$ cat src/rtl/spi_txq_pkg.sv
package spi_txq_pkg;
  // Positions inside the write-one-to-clear vector
  localparam int FLG_DONE = 0;
  localparam int FLG_UFL  = 1;
  localparam int FLG_N    = 2;

  // What the queue does with a transfer start in a given cycle
  typedef enum logic [1:0] {
    ST_NONE = 2'd0,
    ST_POP  = 2'd1,
    ST_ZERO = 2'd2
  } start_act_e;
endpackage

$ cat src/rtl/txq_ctrl.sv
module txq_ctrl
  import spi_txq_pkg::*;
#(
  parameter int DEPTH = 4,
  localparam int AW = $clog2(DEPTH),
  localparam int CW = $clog2(DEPTH + 1)
) (
  input  logic          clk,
  input  logic          rst,
  input  logic          wr_en,
  input  logic          flush,
  input  logic          slave_mode,
  input  logic          xfer_start,
  output logic          we,
  output logic [AW-1:0] wr_ptr,
  output logic [AW-1:0] rd_ptr,
  output start_act_e    act,
  output logic [CW-1:0] count,
  output logic          full,
  output logic          empty
);
  localparam logic [CW-1:0] CNT_MAX = CW'(DEPTH);

  logic empty_eff;
  logic do_pop;

  // A flush makes the queue look empty for this cycle
  assign empty_eff = flush || (count == '0);
  assign we        = wr_en && !flush && (count != CNT_MAX);
  assign do_pop    = xfer_start && !empty_eff;

  always_comb begin
    if (do_pop)                                act = ST_POP;
    else if (xfer_start && slave_mode)         act = ST_ZERO;
    else                                       act = ST_NONE;
  end

  always_ff @(posedge clk) begin
    if (rst || flush) begin
      wr_ptr <= '0;
      rd_ptr <= '0;
      count  <= '0;
    end else begin
      if (we)     wr_ptr <= wr_ptr + AW'(1);
      if (do_pop) rd_ptr <= rd_ptr + AW'(1);
      case ({we, do_pop})
        2'b10:   count <= count + CW'(1);
        2'b01:   count <= count - CW'(1);
        default: count <= count;
      endcase
    end
  end

  assign full  = (count == CNT_MAX);
  assign empty = (count == '0);
endmodule

$ cat src/rtl/txq_store.sv
module txq_store
  import spi_txq_pkg::*;
#(
  parameter int DATA_W = 16,
  parameter int DEPTH  = 4,
  localparam int AW = $clog2(DEPTH)
) (
  input  logic              clk,
  input  logic              rst,
  input  logic              we,
  input  logic [AW-1:0]     waddr,
  input  logic [DATA_W-1:0] wdata,
  input  logic [AW-1:0]     raddr,
  input  start_act_e        act,
  output logic              shift_load,
  output logic [DATA_W-1:0] shift_data
);
  logic [DATA_W-1:0] mem [DEPTH];

  // Plain write port, no reset, so a RAM can be inferred
  always_ff @(posedge clk) begin
    if (we) mem[waddr] <= wdata;
  end

  always_ff @(posedge clk) begin
    if (rst) begin
      shift_load <= 1'b0;
      shift_data <= '0;
    end else begin
      shift_load <= (act != ST_NONE);
      if (act == ST_POP)       shift_data <= mem[raddr];
      else if (act == ST_ZERO) shift_data <= '0;
    end
  end
endmodule

$ cat src/rtl/txq_flags.sv
module txq_flags
  import spi_txq_pkg::*;
(
  input  logic             clk,
  input  logic             rst,
  input  logic [FLG_N-1:0] set_evt,
  input  logic [FLG_N-1:0] clr,
  output logic [FLG_N-1:0] flags
);
  for (genvar i = 0; i < FLG_N; i++) begin : g_flag
    // Set has priority over a clear in the same cycle
    always_ff @(posedge clk) begin
      if (rst)             flags[i] <= 1'b0;
      else if (set_evt[i]) flags[i] <= 1'b1;
      else if (clr[i])     flags[i] <= 1'b0;
    end
  end
endmodule

$ cat src/rtl/spi_txq.sv
module spi_txq
  import spi_txq_pkg::*;
#(
  parameter int DATA_W = 16,
  parameter int DEPTH  = 4,
  localparam int AW = $clog2(DEPTH),
  localparam int CW = $clog2(DEPTH + 1)
) (
  input  logic              clk,
  input  logic              rst,
  input  logic              wr_en,
  input  logic [DATA_W-1:0] wr_data,
  input  logic              flush,
  input  logic              slave_mode,
  input  logic              xfer_start,
  input  logic              xfer_done,
  input  logic [FLG_N-1:0]  flag_clr,
  output logic              shift_load,
  output logic [DATA_W-1:0] shift_data,
  output logic [CW-1:0]     count,
  output logic              full,
  output logic              empty,
  output logic              done_flag,
  output logic              ufl_flag
);
  logic          we;
  logic [AW-1:0] wr_ptr;
  logic [AW-1:0] rd_ptr;
  start_act_e    act;
  logic [FLG_N-1:0] set_evt;
  logic [FLG_N-1:0] flags;

  txq_ctrl #(.DEPTH(DEPTH)) u_ctrl (
    .clk(clk), .rst(rst), .wr_en(wr_en), .flush(flush),
    .slave_mode(slave_mode), .xfer_start(xfer_start),
    .we(we), .wr_ptr(wr_ptr), .rd_ptr(rd_ptr), .act(act),
    .count(count), .full(full), .empty(empty)
  );

  txq_store #(.DATA_W(DATA_W), .DEPTH(DEPTH)) u_store (
    .clk(clk), .rst(rst), .we(we), .waddr(wr_ptr), .wdata(wr_data),
    .raddr(rd_ptr), .act(act),
    .shift_load(shift_load), .shift_data(shift_data)
  );

  always_comb begin
    set_evt           = '0;
    set_evt[FLG_DONE] = xfer_done;
    set_evt[FLG_UFL]  = (act == ST_ZERO);
  end

  txq_flags u_flags (
    .clk(clk), .rst(rst), .set_evt(set_evt), .clr(flag_clr), .flags(flags)
  );

  assign done_flag = flags[FLG_DONE];
  assign ufl_flag  = flags[FLG_UFL];
endmodule

$ cat config.mk
export PLATFORM = sky130hd
export DESIGN_NAME = spi_txq
export DESIGN_NICKNAME = d
export VERILOG_FILES = /design/src/rtl/spi_txq_pkg.sv /design/src/rtl/txq_ctrl.sv /design/src/rtl/txq_store.sv /design/src/rtl/txq_flags.sv /design/src/rtl/spi_txq.sv
export SDC_FILE = /design/constraint.sdc
export NUM_CORES = 1
export LEC_CHECK = 0
export CAP_MARGIN = 20
export CORE_MARGIN = 1
export CORE_UTILIZATION = 53
export DETAILED_ROUTE_END_ITERATION = 10
export DONT_BUFFER_PORTS = 1
export PLACE_DENSITY = 0.68
export SYNTH_ARGS = -nofsm -noshare
export SYNTH_HDL_FRONTEND = slang
export SYNTH_SLANG_ARGS = --single-unit
$ cat constraint.sdc
create_clock -name clk -period 3.24 [get_ports clk]
set_input_delay 0.972 -clock clk [delete_from_list [all_inputs] [get_ports clk]]
set_output_delay 0.972 -clock clk [all_outputs]
set_load 0.05 [all_outputs]
### After elaboration in Yosys (flattened, before gate mapping)

Memories as Yosys holds them, arrays and structs flattened. A register that Yosys moved wholly into a read port is not among the register bits.
Cells that the tools add are included.

| storage, ports and cells | value |
|---|---|
| bits in registers | 26 |
| bits of input ports | 25 |
| output and inout bits | 24 |
| memories | 1 |
| memory bits (writable) | 64 |
| word-level logic and storage cells | 45 |

| operators by class | value |
|---|---|
| multiplexer cells | 13 |
| add/sub/neg operators | 4 |
| equal/unequal tests | 6 |
| reduce and logical (&&, ||, !) cells | 14 |

Memory list:

| memory | words | bits a word | rd ports | clocked after Yosys merged registers in | write ports | line | text |
|---|---|---|---|---|---|---|---|
| u_store.mem | 4 | 16 | 1 | 1 | 1 | txq_store.sv:18 | `logic [DATA_W-1:0] mem [DEPTH];` |

Operator list:

| operator | count |
|---|---|
| 16-bit 2-to-1 mux | 2 |
| 2-bit nonzero test | 5 |
| 2-bit 2-to-1 mux | 4 |
| 1-bit 2-to-1 mux | 6 |
| 3-bit one-hot mux with 2 select lines | 1 |
| 2-bit by 1-bit adder with 2-bit output, second input constant | 2 |
| 2-bit by 1-bit equality test with 1-bit output, second input constant | 2 |
| 2-bit equality test, second input constant | 2 |
| 1-bit logical AND | 4 |
| 3-bit by 1-bit adder with 3-bit output, second input constant | 1 |
| 3-bit equality test, second input constant | 1 |
| 3-bit logical NOT | 1 |
| 3-bit inequality test, second input constant | 1 |
| 3-bit by 1-bit subtractor with 3-bit output, second input constant | 1 |
| 1-bit logical NOT | 2 |
| 1-bit logical OR | 2 |

### Longest topological paths before layout

| depth | value |
|---|---|
| word-level depth | 8 |
| mapped depth | 10 |
| gate-level depth less buffers | 10 |

### Modules after synthesis

A second synthesis with hierarchy kept.

| second synthesis, totals | value |
|---|---|
| cell total of the unflattened synthesis | 219 |
| area, all modules | 3,444.6 µm² |

Modules (own cells, without submodules):

| module | instances | sequential area each (µm²) | cells an instance | area an instance (µm²) |
|---|---|---|---|---|
| txq_store | 1 | 2,262.2 | 166 | 2,976.6 |
| txq_ctrl | 1 | 140.1 | 44 | 384.1 |
| txq_flags | 1 | 40.0 | 8 | 70.1 |
| spi_txq | 1 | 0.0 | 1 | 13.8 |

### Worst setup path after synthesis

Ideal clock, no wire load.

| path | value |
|---|---|
| path type | in2reg |
| start point | input port flush |
| end point | register u_ctrl.count[2] |
| slack | 0.337 ns |
| data arrival time | 2.833 ns |
| setup time | 0.070 ns |
| required time | 3.170 ns |
| stages | 10 |
| buffers on the path | 1 |
| path through | nand2b_1 > or2_4 > inv_4 > buf_6 > ha_1 > inv_1 > fa_1 > xor2_1 > or3_1 > a21oi_1 |

| between the ends | value |
|---|---|
| cells in the longest elaborated chain, start to end | 5 |
| elaborated cells on any way between the ends | 11 |
| classes of those cells | eq/ne (2); mux (1); reduce/logical (8) |

Ends and longest elaborated chain:

| what | line | text |
|---|---|---|
| start, declared | spi_txq.sv:13 | `input logic flush,` |
| 1-bit logical OR (*) | txq_ctrl.sv:28 | `assign empty_eff = flush \|\| (count == '0);` |
| 1-bit logical NOT (*) | txq_ctrl.sv:30 | `assign do_pop = xfer_start && !empty_eff;` |
| 1-bit logical AND (*) | txq_ctrl.sv:30 |  |
| via u_ctrl.do_pop | txq_ctrl.sv:25 | `logic do_pop;` |
| 2-bit by 1-bit equality test with 1-bit output / 2-bit equality test (equally long branches) | txq_ctrl.sv:46 | `case ({we, do_pop})` |
| 3-bit one-hot mux with 2 select lines / 2-bit nonzero test (equally long branches) | -- |  |
| end signal, assigned | txq_ctrl.sv:47 | `2'b10: count <= count + CW'(1);` |
| end signal, assigned | txq_ctrl.sv:48 | `2'b01: count <= count - CW'(1);` |
| end signal, assigned | txq_ctrl.sv:49 | `default: count <= count;` |
| end, declared | txq_ctrl.sv:18 | `output logic [CW-1:0] count,` |

The timed path passes the listed nets; every way through them passes the cells marked *.
A chain may end at the register's enable or synchronous reset.

### Final worst setup path

| path | value |
|---|---|
| start point | register u_ctrl.count[2] |
| end point | output port full |

| between the ends | value |
|---|---|
| cells in the longest elaborated chain, start to end | 1 |

Ends and longest elaborated chain:

| what | line | text |
|---|---|---|
| 3-bit equality test | txq_ctrl.sv:54 | `assign full = (count == CNT_MAX);` |
| end, declared | spi_txq.sv:21 | `output logic full,` |

Every way passes these cells.

==> out/results.tsv <==
stage	metric	value	unit
routing	drc	5	
logic_synthesis	synth_top_flop_cell	edfxtp_1	
clock_tree	numCtsBuffers	9	
logic_synthesis	syn-num-nets	238	
routing	wl_met2	3.23	mm
clock_tree	cts_num_sinks	92	
power_and_ir_drop	irDropWorstVdd	0.313	mV
worst_setup_path	cp_num_buf_inv	2	
clock_tree	cts_resized	0	
logic_synthesis	synth.distinct_cells	33	
final_layout	nets	247	
routing	routed.top_layer	met4	
worst_setup_path	cp_slowest_cell	dfxtp_1	
logic_synthesis	async_reset_ff_frac	0	
logic_synthesis	syn_area	3630	sq um
logic_synthesis	synth_top_cell_by_area	edfxtp_1	
logic_synthesis	synthTopCellsByArea	edfxtp_1, dfxtp_1, mux4_2	
worst_setup_path	startpoint_type	flip-flop	
power_and_ir_drop	p_leak	1.25	nW
worst_hold_path	min_from	u_ctrl.rd_ptr[1]	
routing	via_per_inst	5.99	
placed_design	dp_slack	0.404	ns
clock_tree	tritoncts	built	
sta	setup_tns	0	ns
worst_setup_path	crit_family	flip-flops	
grt	grt_pass1_vias	1887	
floorplan	die_w	84.8	um
clock_tree	cts_buffer_depth	2	
logic_synthesis	ys_ff_latch	92	
worst_setup_path	slowest_delay	0.74	ns
final_layout	area_growth	8.10	%
worst_setup_path	cp-end-kind	primary output	
sta	slew_headroom	0.448	
worst_setup_path	worstPathArrival	1.85	ns
sta	period_minus_slack	2.82	ns
worst_setup_path	rr_startpoint	u_ctrl.count[0]	
sta	max_freq	0.355	GHz
placed_design	hpwlAfterDp	3.88	mm
grt	grt_pass1_wl	9.57	mm
logic_synthesis	ys_seq_area_frac	0.684	
clock_tree	hold_buffers	0	
sta	finalClockSkew	0.00558	ns
worst_setup_path	crit_path_max_fanout	5	
sta	worstMarginPinSlew	0.826	ns
worst_hold_path	hold_path.class	reg -> reg	
routing	antenna_left	0	
logic_synthesis	avgSynthCellArea	17.5	sq um
grt	overflow	0	
floorplan	ioPinCount	49	
floorplan	num_rows	29	
final_layout	post-route-util	0.604	
worst_setup_path	critPathLaunch	u_ctrl.count[2]	
sta	whs	0.510	ns
floorplan	start_util	0.559	
power_and_ir_drop	finalPower	2.18	mW
grt	grt_max_degree	22	
final_layout	layout-drive-gt1-share	0.235	
sta	post-route-period-util	0.870	
routing	vias	1784	
status	run_status	complete, but fails checks	
sta	setup_viol	0	
placed_design	portBuffers	0	
clock_tree	post-cts-setup-buffer-count	0	
worst_setup_path	cp.required	2.27	ns
routing	initialDrtViolationCount	84	
worst_setup_path	cp_cell_sequence	or3b_1 -> inv_2 -> buf_4	
sta	grt_setup_unrepaired	no	
routing	wl_met3	367	um
grt	antenna_found_initial	0	
floorplan	die_area	7190	sq um
power_and_ir_drop	power_density	555	nW/um^2
sta	fin_ws	0.420	ns
floorplan	core-area	6490	sq um
final_layout	fillers	474	
clock_tree	insertion_delay	0.35	ns
status	violations	design-rule violations	
clock_tree	htreeDepth	3	
placed_design	gp_congestion	0.699	
worst_setup_path	path_class	reg -> out	
logic_synthesis	yosys.area.top_type_share	0.529	
sta	slew_viol_final	0	
routing	wl_per_cell	20.7	um
grt	grt_usage	0.186	
logic_synthesis	syn_inst	207	
final_layout	n_antenna_cell	0	
logic_synthesis	synth_edf_count	64	
clock_tree	cts.reportedPaths.clkPinSlew	0.08	ns
clock_tree	root_buffer	clkbuf_8	
routing	drtPass1Iterations	7	
routing	drt-met1-wl	2.48	mm
sta	finalHoldViolCount	0	
routing	routed_wl	6.18	mm
floorplan	fp.dieH	84.8	um
logic_synthesis	ys_warn_count	0	
job	maxCapViolCount	0	
[per-stage QoR]
| step | cells | area, sq um |
|---|---|---|
| after detailed placement | 282 | 3710 |
| after global placement | 282 | 3710 |
| final | 298 | 3930 |
| after floorplan | 207 | 3630 |
| after global routing | 298 | 3930 |
| after CTS | 298 | 3930 |
[tightest hold or removal path: stages (launching register included)]
cell     delay [ns]
dfxtp_1        0.32
o31ai_1        0.07
a21oi_1        0.07
[placed cells by master (no fill, tap or decap), types with 2 or more instances in the layout]
cell type / instances
edfxtp_1: 64
dfxtp_1: 28
nand3b_1: 16
mux4_2: 13
a21oi_1: 10
inv_1: 9
o2bb2ai_2: 9
clkbuf_8: 9
buf_4: 8
o2bb2ai_1: 7
ha_1: 5
and2_1: 4
nor2_1: 4
o21ai_0: 4
mux4_1: 3
nor3_4: 2
nand2b_1: 2
xor2_1: 2
or3_1: 2
nand3_1: 2
clkinvlp_4: 2
bufinv_16: 2
[cells by family (layout without fill, tap and decap cells)]
kind of cell | Yosys count | in the layout | share of synthesized area
fa+ha+maj | 6 | 6 | 0.0227
xor+xnor | 2 | 2 | 0.00483
flops | 92 | 92 | 0.684
buf+inv | 21 | 35 | 0.0338
mux | 16 | 16 | 0.102
simple gates | 38 | 38 | 0.0751
compound gates | 32 | 32 | 0.0775
[where the power goes]
group	leakage [nW]	total, mW	switching (mW)	internal [mW]
Sequential	0.808	1.30	0.0243	1.27
Clock	0.102	0.821	0.386	0.434
Combinational	0.341	0.0591	0.0344	0.0247
[worst paths after layout]
check,endpoint,slack [ns],depth (start not counted)
worst max-delay path,full,0.42,3
worst min-delay path,u_ctrl.rd_ptr[1],0.51,2
worst max register to register,u_ctrl.count[2],0.52,9
worst min register to register,u_ctrl.rd_ptr[1],0.51,2
[per-layer routing]
layer  GRT usage  vias to the layer above
met5           0                        -
met2       0.313                       54
met3      0.0492                       12
met4      0.0909                        0
met1       0.224                      894
li1            -                      824
[sequential cells by signal, summed over array words and instances, names as in the netlist, named ones only]
register            flops
u_ctrl.count            3
u_ctrl.rd_ptr           2
u_ctrl.wr_ptr           2
u_flags.flags           2
u_store.mem            64
u_store.shift_data     16
u_store.shift_load      1
[synthesized netlist by cell type, drive strengths merged, types with 2 or more instances]
cell type and number:
nand3 2, nor3 3, nand3b 16, or2 2, edfxtp 64, ha 5
inv 11, nor2 4, buf 6, clkbuf 4, o21ai 4, a21oi 10
or3 2, o2bb2ai 16, mux4 16, xor2 2, and2 4, nand2b 2
dfxtp 28
[cell type report]
class                   instances  area [sq um]  share of cell area
clock inverters                 6          88.8              0.0226
clock buffers                  10           128              0.0325
well taps                      77          96.3              0.0245
flip-flops and latches         92          2480               0.632
repair buffers                  8          60.1              0.0153
multi-input cells              94          1030               0.261
inverters                      11          43.8              0.0112
No activity file was read; power rests on OpenSTA's default activity.
